### config.mk
export PLATFORM = sky130hd
export DESIGN_NAME = mp_feature_gen
export DESIGN_NICKNAME = d
export VERILOG_FILES = /design/src/rtl/mpf_pkg.sv /design/src/rtl/mpf_history.sv /design/src/rtl/mpf_set_state.sv /design/src/rtl/mpf_extract.sv /design/src/rtl/mp_feature_gen.sv
export SDC_FILE = /design/constraint.sdc
export NUM_CORES = 1
export LEC_CHECK = 0
export BUFFER_PORTS_ARGS = -buffer_cell sky130_fd_sc_hd__buf_2
export CAP_MARGIN = 20
export CORE_MARGIN = 4
export CORE_UTILIZATION = 50
export DETAILED_ROUTE_END_ITERATION = 16
export PLACE_DENSITY_LB_ADDON = 0.3
export SYNTH_ARGS = -nofsm -noshare
export SYNTH_HDL_FRONTEND = slang
export SYNTH_SLANG_ARGS = --single-unit
### constraint.sdc
create_clock -name clk -period 3.2 [get_ports clk]
set_clock_uncertainty 0.15 [all_clocks]
set_input_delay 0.32 -clock clk [delete_from_list [all_inputs] [get_ports clk]]
set_output_delay 0.32 -clock clk [all_outputs]
set_load 0.03 [all_outputs]
### src/rtl/mpf_pkg.sv
package mpf_pkg;

  typedef enum logic [2:0] {
    F_PC       = 3'd0,
    F_ADDR     = 3'd1,
    F_BURST    = 3'd2,
    F_INSERT   = 3'd3,
    F_LASTMISS = 3'd4,
    F_OFFSET   = 3'd5,
    F_BIAS     = 3'd6
  } feat_kind_e;

  typedef struct packed {
    feat_kind_e  kind;
    logic [5:0]  lo;
    logic [5:0]  hi;
    logic [1:0]  depth;
    logic        xpc;
    logic [4:0]  assoc;
  } feat_cfg_t;

  localparam int DEF_NF = 10;
  typedef feat_cfg_t [DEF_NF-1:0] cfg_vec_t;

  function automatic cfg_vec_t default_cfg();
    cfg_vec_t c;
    c[0] = '{kind: F_PC,       lo: 6'd2,  hi: 6'd9,  depth: 2'd0, xpc: 1'b0, assoc: 5'd10};
    c[1] = '{kind: F_PC,       lo: 6'd3,  hi: 6'd10, depth: 2'd1, xpc: 1'b0, assoc: 5'd11};
    c[2] = '{kind: F_PC,       lo: 6'd4,  hi: 6'd11, depth: 2'd2, xpc: 1'b1, assoc: 5'd12};
    c[3] = '{kind: F_PC,       lo: 6'd0,  hi: 6'd15, depth: 2'd3, xpc: 1'b0, assoc: 5'd13};
    c[4] = '{kind: F_ADDR,     lo: 6'd12, hi: 6'd23, depth: 2'd0, xpc: 1'b0, assoc: 5'd8};
    c[5] = '{kind: F_BURST,    lo: 6'd0,  hi: 6'd0,  depth: 2'd0, xpc: 1'b0, assoc: 5'd14};
    c[6] = '{kind: F_INSERT,   lo: 6'd0,  hi: 6'd0,  depth: 2'd0, xpc: 1'b1, assoc: 5'd5};
    c[7] = '{kind: F_LASTMISS, lo: 6'd0,  hi: 6'd0,  depth: 2'd0, xpc: 1'b0, assoc: 5'd6};
    c[8] = '{kind: F_OFFSET,   lo: 6'd0,  hi: 6'd0,  depth: 2'd0, xpc: 1'b1, assoc: 5'd9};
    c[9] = '{kind: F_BIAS,     lo: 6'd0,  hi: 6'd0,  depth: 2'd0, xpc: 1'b0, assoc: 5'd16};
    return c;
  endfunction

endpackage

### src/rtl/mpf_history.sv
module mpf_history #(
  parameter int PC_W   = 32,
  parameter int HIST_D = 4
) (
  input  logic                     clk,
  input  logic                     rst_n,
  input  logic                     shift,
  input  logic [PC_W-1:0]          cur_pc,
  output logic [HIST_D*PC_W-1:0]   hist
);
  localparam int PREV = HIST_D - 1;

  logic [PC_W-1:0] prev_q [PREV];

  always_ff @(posedge clk) begin
    if (!rst_n) begin
      for (int k = 0; k < PREV; k++) prev_q[k] <= '0;
    end else if (shift) begin
      prev_q[0] <= cur_pc;
      for (int k = 1; k < PREV; k++) prev_q[k] <= prev_q[k-1];
    end
  end

  assign hist[PC_W-1:0] = cur_pc;
  for (genvar k = 1; k < HIST_D; k++) begin : g_tap
    assign hist[k*PC_W +: PC_W] = prev_q[k-1];
  end

  // the newest history slot takes the accepted access's PC
  p_shift_in_r1: assert property (@(posedge clk) disable iff (!rst_n)
    shift |=> prev_q[0] == $past(cur_pc));

endmodule

### src/rtl/mpf_set_state.sv
module mpf_set_state #(
  parameter int SET_W = 4,
  parameter int WAY_W = 2
) (
  input  logic             clk,
  input  logic             rst_n,
  input  logic [SET_W-1:0] set_idx,
  input  logic [WAY_W-1:0] way,
  input  logic             upd,
  input  logic             hit,
  output logic             last_miss,
  output logic             is_mru
);
  localparam int SETS = 1 << SET_W;

  logic             miss_q [SETS];
  logic             seen_q [SETS];
  logic [WAY_W-1:0] mru_q  [SETS];

  always_ff @(posedge clk) begin
    if (!rst_n) begin
      for (int s = 0; s < SETS; s++) begin
        miss_q[s] <= 1'b0;
        seen_q[s] <= 1'b0;
        mru_q[s]  <= '0;
      end
    end else if (upd) begin
      miss_q[set_idx] <= !hit;
      seen_q[set_idx] <= 1'b1;
      mru_q[set_idx]  <= way;
    end
  end

  assign last_miss = miss_q[set_idx];
  assign is_mru    = seen_q[set_idx] && (mru_q[set_idx] == way);

  // the set just updated records whether that access missed
  p_miss_record_r6: assert property (@(posedge clk) disable iff (!rst_n)
    upd |=> miss_q[$past(set_idx)] == !$past(hit));

  // the set just updated remembers the touched way as MRU
  p_mru_record_r4: assert property (@(posedge clk) disable iff (!rst_n)
    upd |=> (mru_q[$past(set_idx)] == $past(way)) && seen_q[$past(set_idx)]);

endmodule

### src/rtl/mpf_extract.sv
module mpf_extract
  import mpf_pkg::*;
#(
  parameter feat_cfg_t CFG    = '0,
  parameter int        PC_W   = 32,
  parameter int        ADDR_W = 32,
  parameter int        OFF_W  = 6,
  parameter int        FEAT_W = 16
) (
  input  logic [PC_W-1:0]   sel_pc,
  input  logic [PC_W-1:0]   cur_pc,
  input  logic [ADDR_W-1:0] addr,
  input  logic              burst,
  input  logic              fill,
  input  logic              last_miss,
  output logic [FEAT_W-1:0] feat
);
  localparam int        LO   = int'(CFG.lo);
  localparam int        WID  = int'(CFG.hi) - int'(CFG.lo) + 1;
  localparam logic [63:0] MASK = (64'd1 << WID) - 64'd1;
  localparam logic [63:0] OMASK = (64'd1 << OFF_W) - 64'd1;

  logic [FEAT_W-1:0] raw;

  always_comb begin
    case (CFG.kind)
      F_PC:       raw = FEAT_W'((64'(sel_pc) >> LO) & MASK);
      F_ADDR:     raw = FEAT_W'((64'(addr) >> LO) & MASK);
      F_BURST:    raw = FEAT_W'(burst);
      F_INSERT:   raw = FEAT_W'(fill);
      F_LASTMISS: raw = FEAT_W'(last_miss);
      F_OFFSET:   raw = FEAT_W'(64'(addr) & OMASK);
      default:    raw = '0;
    endcase
  end

  if (CFG.xpc) begin : g_xor
    assign feat = raw ^ FEAT_W'(cur_pc);
  end else begin : g_plain
    assign feat = raw;
  end

endmodule

### src/rtl/mp_feature_gen.sv
module mp_feature_gen
  import mpf_pkg::*;
#(
  parameter int        PC_W     = 32,
  parameter int        ADDR_W   = 32,
  parameter int        OFF_W    = 6,
  parameter int        SET_W    = 4,
  parameter int        WAY_W    = 2,
  parameter int        HIST_D   = 4,
  parameter int        FEAT_W   = 16,
  parameter int        ASSOC_W  = 5,
  parameter int        NUM_FEAT = DEF_NF,
  parameter feat_cfg_t [NUM_FEAT-1:0] CFG = default_cfg()
) (
  input  logic                        clk,
  input  logic                        rst_n,
  input  logic                        in_valid,
  output logic                        in_ready,
  input  logic [PC_W-1:0]             in_pc,
  input  logic [ADDR_W-1:0]           in_addr,
  input  logic [WAY_W-1:0]            in_way,
  input  logic                        in_hit,
  input  logic                        in_fill,
  output logic                        out_valid,
  input  logic                        out_ready,
  output logic [NUM_FEAT*FEAT_W-1:0]  out_feat,
  output logic [NUM_FEAT*ASSOC_W-1:0] out_assoc
);
  logic                       acc;
  logic [HIST_D*PC_W-1:0]     hist;
  logic                       last_miss;
  logic                       is_mru;
  logic [NUM_FEAT*FEAT_W-1:0] feat_d;
  logic [SET_W-1:0]           set_idx;

  assign in_ready = !out_valid || out_ready;
  assign acc      = in_valid && in_ready;
  assign set_idx  = in_addr[OFF_W +: SET_W];

  mpf_history #(.PC_W(PC_W), .HIST_D(HIST_D)) u_hist (
    .clk(clk), .rst_n(rst_n), .shift(acc), .cur_pc(in_pc), .hist(hist)
  );

  mpf_set_state #(.SET_W(SET_W), .WAY_W(WAY_W)) u_sets (
    .clk(clk), .rst_n(rst_n), .set_idx(set_idx), .way(in_way),
    .upd(acc), .hit(in_hit), .last_miss(last_miss), .is_mru(is_mru)
  );

  for (genvar i = 0; i < NUM_FEAT; i++) begin : g_feat
    mpf_extract #(
      .CFG(CFG[i]), .PC_W(PC_W), .ADDR_W(ADDR_W), .OFF_W(OFF_W), .FEAT_W(FEAT_W)
    ) u_ext (
      .sel_pc   (hist[int'(CFG[i].depth)*PC_W +: PC_W]),
      .cur_pc   (in_pc),
      .addr     (in_addr),
      .burst    (is_mru),
      .fill     (in_fill),
      .last_miss(last_miss),
      .feat     (feat_d[i*FEAT_W +: FEAT_W])
    );
    assign out_assoc[i*ASSOC_W +: ASSOC_W] = ASSOC_W'(CFG[i].assoc);
  end

  always_ff @(posedge clk) begin
    if (!rst_n) begin
      out_valid <= 1'b0;
      out_feat  <= '0;
    end else begin
      if (acc) begin
        out_valid <= 1'b1;
        out_feat  <= feat_d;
      end else if (out_ready) begin
        out_valid <= 1'b0;
      end
    end
  end

  // a word not taken stays unchanged
  p_hold_r9: assert property (@(posedge clk) disable iff (!rst_n)
    out_valid && !out_ready |=> out_valid && $stable(out_feat));

  // an accepted access yields a word next cycle
  p_accept_r9: assert property (@(posedge clk) disable iff (!rst_n)
    in_valid && in_ready |=> out_valid);

endmodule

After elaboration in Yosys (flattened, before gate mapping). Memories as Yosys holds them, arrays and structs flattened. A register that Yosys moved wholly into a read port is not among the register bits. Index checks and enable logic that the tools add are counted.

Bits in registers: 95. Bits in writable memories: 160. Input port bits: 72. Output and inout port bits: 212. Word-level logic and storage cells: 42. Memories kept: 4.

Memories: u_hist.prev_q (words 3, width 32, rd ports 3, clocked after Yosys merged registers in 1, wr ports 3, line mpf_history.sv:13) `logic [PC_W-1:0] prev_q [PREV];`; u_sets.mru_q (words 16, width 2, rd ports 1, clocked after Yosys merged registers in 0, wr ports 16, line mpf_set_state.sv:18) `logic [WAY_W-1:0] mru_q [SETS];`; u_sets.miss_q (words 16, width 1, rd ports 1, clocked after Yosys merged registers in 1, wr ports 16, line mpf_set_state.sv:16) `logic miss_q [SETS];`; u_sets.seen_q (words 16, width 1, rd ports 1, clocked after Yosys merged registers in 0, wr ports 16, line mpf_set_state.sv:17) `logic seen_q [SETS];`.

Eq/ne operators: 1. Mux-type cells: 18. Bitwise operators: 6. Reduce and logical (&&, ||, !) cells: 11.

Operators with widths (number): 2-to-1 mux 32 bit (3); XOR 1 x 16 -> 16 bit (1); XOR 6 x 16 -> 16 bit (1); XOR 8 x 16 -> 16 bit (1); 2-to-1 mux 4 bit (3); 2-to-1 mux 1 bit (11); logical NOT 1 bit (4); OR 1 bit (3); == test 2 bit (1); logical AND 1 bit (2); 2-to-1 mux 2 bit (1); nonzero test 2 bit (1); OR reduction 1 bit (2); OR reduction 2 bit (1); logical OR 1 bit (1).

Longest topological paths before layout.
Word-level depth: 8. Gate-level depth with buffers: 7. Depth with buffers taken out: 4.

Hierarchy. From an unflattened synthesis, not the netlist that was laid out.

Cells, all modules: 1421. Area total of the unflattened synthesis: 14724.1 um^2.

Modules (own cells, without submodules): mp_feature_gen (times used 1, cells each 751, area an instance 6740.2 um^2, seq. area each 3223.1 um^2); mpf_history (times used 1, cells each 245, area an instance 3943.8 um^2, seq. area each 2882.8 um^2); mpf_set_state (times used 1, cells each 259, area an instance 2797.7 um^2, seq. area each 1601.5 um^2); mpf_extract (g_feat[0].u_ext ...) (times used 6, cells each 17, area an instance 123.9 um^2, seq. area each 0.0 um^2); mpf_extract (g_feat[2].u_ext) (times used 1, cells each 16, area an instance 130.1 um^2, seq. area each 0.0 um^2); mpf_extract (g_feat[8].u_ext) (times used 1, cells each 16, area an instance 127.6 um^2, seq. area each 0.0 um^2); mpf_extract (g_feat[6].u_ext) (times used 1, cells each 16, area an instance 121.4 um^2, seq. area each 0.0 um^2); mpf_extract (g_feat[3].u_ext) (times used 1, cells each 16, area an instance 120.1 um^2, seq. area each 0.0 um^2).

Worst setup path before layout. OpenSTA, ideal clock, no wires.

Path type: reg2reg. Start point: register out_valid. End point: memory u_hist.prev_q[0][0] (enable). Library setup time: 0.402 ns. Arrival: 2.522 ns. Data required time: 2.648 ns. Setup slack: 0.126 ns. Stages on the path, launching flop included: 7. Buffers on the path: 3. Period minus slack after synthesis: 3.074 ns. Cells stage by stage: dfxtp_1 nand2b_1 clkbuf_1 a21boi_1 clkbuf_1 buf_1 inv_1.

RTL lines: from (decl) (line mp_feature_gen.sv:24) `output logic out_valid,`; from (signal assigned) (line mp_feature_gen.sv:66) `out_valid <= 1'b0;`; from (signal assigned) (line mp_feature_gen.sv:70) `out_valid <= 1'b1;`; from (signal assigned) (line mp_feature_gen.sv:73) `out_valid <= 1'b0;`; to (decl) (line mpf_history.sv:13).

==> summary.txt <==
Clock network
  – Num CTS Buffers: 17
  – Clock Path Buffers: 2
  – Clk slew on worst S/H paths: 0.06 ns
  – Clk_lat worst skew: 0.42 ns
  – Clock sinks: 181
  – Hold-fix buffers, CTS: 12
  – H-tree depth: 4
  – Post-cts sizing count: 0
  – Clock tree from TritonCTS: built
  – Post-CTS setup buffer count: 0
  – Clock Tree Root: clkbuf_16

Timing
  – Final-report hold violation count: 0
  – Tightest Pin Transition: 0.646 ns
  – RSZ-0062 raised after global routing: false
  – Min Tclk post-route: 2.24 ns
  – FMAX: 447 MHz
  – Setup_tns: 0 ns
  – Slew headroom: 56.6%
  – Final worst path period share: 69.9%
  – Final Max Slew Viols: 0
  – Setup violations, final: 0

Detailed routing
  – Post-DRT Antenna Nets: 0
  – Routed len/inst: 15.5 µm
  – Vias/cell: 4.77
  – Initial drt markers: 284
  – First drt pass iteration count: 4
  – Drt total wl: 15500 µm
  – Vias: 4761
  – DRC Markers: 0

Yosys
  – Mapped Area: 7970 µm²
  – Area contributors post-synth: edfxtp_1 (30%), dfxtp_1 (25%), buf_4 (13%)
  – Yosys top cell by area: edfxtp_1
  – Yosys top cell area share: 30.1%
  – Post-Syn Instances: 658
  – Register area share after synthesis: 55.5%
  – Warnings, synthesis: 0
  – Syn_area_per_cell: 12.1 µm²
  – Synthesized flop and latch total: 181
  – Synth cell types: 31

Min path
  – Hold depth: 3
  – Worst Hold Class: input pin to register
  – Min-Delay Startpoint: in_addr[3]
  – Hold EP: out_feat[131]

Layout
  – Most frequent cells in the layout: buf_2 (141), conb_1 (116), dfxtp_1 (101), and2_1 (80), edfxtp_1 (80)
  – Fillers: 1208
  – Layout cells sized above 1: 24.1%
  – Area Growth Syn to Fin: 12.8%
  – Leading cell type in the layout, fill and taps excluded: buf_2
  – Final core utilization: 58.3%
  – Final net count: 846

Worst setup path
  – RR Startpoint: out_valid
  – Critical path peak fanout: 9
  – Crit-path cells: nand2b_1 > nand3_1 > nor3_1 > nand2b_1
  – CP dominant cell by count: nand2b_1
  – Critical Path End Type: register
  – Worst endpoint required time: 3.17 ns
  – Max incr delay on CP: 0.62 ns
  – Reg2reg path depth: 4
  – CP Class: register to register
  – Startpoint types: register
  – CP arrival: 2.21 ns
  – Max stage delay cell, worst path: nor3_1
  – Worst reg-to-reg setup slack: 0.96 ns
  – Reg-to-Reg End: u_sets.mru_q[14][1]

Power
  – Peak VDD IR: 0.439 mV
  – PD cells: 607 nW/µm²
  – Leakage: 0.00429 µW

Outcome
  – Outcome: finished, final reports clean

Die
  – Die Ht: 134 µm
  – I/O pin count: 284
  – Die Footprint: 18000 µm²
  – Row count: 45
  – Die X: 134 µm
  – Initial core utilization: 51.7%
  – Core area: 15400 µm²

Place
  – I/O Buffers: 141
  – Post-DP HPWL: 10800 µm
  – GPL Wtd Cong: 0.800

Global route
  – Largest net degree at the start of global routing: 69
  – Antenna violations before repair: 0
  – GRT Util Overall: 17.0%
  – First-pass GRT wire length: 24100 µm
  – Number of global-route vias before repair: 4643
  – Aggregate global routing overflow: 0

Job
  – Maxcap violations: 0
## synth_stat cells
master      n
a21boi_0    1
a21boi_1    1
a21o_1     39
a22o_1     29
and2_1     80
and3_1      1
buf_1       1
buf_2       3
buf_4     142
buf_6       1
buf_8       1
clkbuf_1   29
conb_1      2
dfxtp_1   101
edfxtp_1   80
inv_1       2
mux2i_1    16
mux4_1     12
mux4_2      8
nand2_1    35
nand2b_1   14
nand3_1     1
nand4_1     2
nor2_1      7
nor2b_1     1
nor3_1      8
nor4_1      2
o21ai_0    21
o31ai_2     1
xnor2_1    15
xor2_1      2
## cell type report
cell class / instances / area (µm²) / area share (%)
well taps: 211 / 264 / 2.94
flip-flops and latches: 181 / 4420 / 49.2
inverters: 2 / 7.51 / 0.0835
clock inverters: 10 / 133 / 1.48
clock buffers: 22 / 497 / 5.52
multi-input cells: 412 / 2760 / 30.7
diodes: 1 / 2.50 / 0.0278
repair buffers: 160 / 903 / 10.0
## metrics by stage
step / hold WS [ns] / cells / cell area, µm² / worst slack (ns) / total power [µW]
after floorplan: 0.268 / 772 / 8400 / 0.126 / 3270
after global placement: 0.278 / 954 / 8240 / 0.635 / 3300
after detailed placement: 0.285 / 954 / 8240 / 0.589 / 3310
after CTS: 0.0144 / 998 / 8990 / 0.954 / 5500
after global routing: 0.0454 / 998 / 8990 / 0.755 / 5650
final: 0.0317 / 999 / 8990 / 0.962 / 5450
## per-layer routing
layer | vias to the layer above | GRT usage (%) | part of all wire [%]
met1 | 2291 | 21.3 | 43
met4 | 0 | 5.43 | 1.3
met3 | 17 | 5.14 | 7.5
met2 | 197 | 28.4 | 48
li1 | 2256 | - | -
met5 | - | 0 | 0
## how the worst max path moves through the flow
stage,startpoint,endpoint,cells past startpoint
6_report,out_valid,u_sets.mru_q[14][1],4
5_1_grt,out_valid,u_sets.mru_q[14][1],4
4_1_cts,out_valid,u_sets.mru_q[14][1],4
3_5_place_dp,in_addr[6],out_feat[80],5
3_3_place_gp,in_addr[6],out_feat[80],5
2_1_floorplan,out_valid,u_hist.prev_q[0][0],6
## flip-flops by register name, summed over array words and instances (netlist names)
name,cells
u_hist.prev_q,48
out_feat,68
u_sets.mru_q,32
u_sets.miss_q,16
u_sets.seen_q,16
out_valid,1
## report_power, final
part,total [µW],switching (µW),internal (µW)
Combinational,687,512,176
Sequential,2580,52.4,2530
Clock,2180,896,1280
Total,5450,1460,3990
## logic make-up (layout without fill, tap and decap cells)
logic type,Yosys count,count (layout),synth area share (%)
AOI/OAI and AO/OA,92,92,8.52
and+or+nand+nor,151,151,10.4
muxes,36,36,8.22
buffers and inverters,179,194,15.4
xor gates and xnor gates,17,17,1.87
DFF,181,181,55.5
other,2,117,0.0942
## worst max-delay path, delay by kind of cell (launching register included)
kind             cells  cell delay, ns
AND/OR/NAND/NOR      4            1.49
flip-flops           1            0.31
No activity file was read; power rests on OpenSTA's default activity.
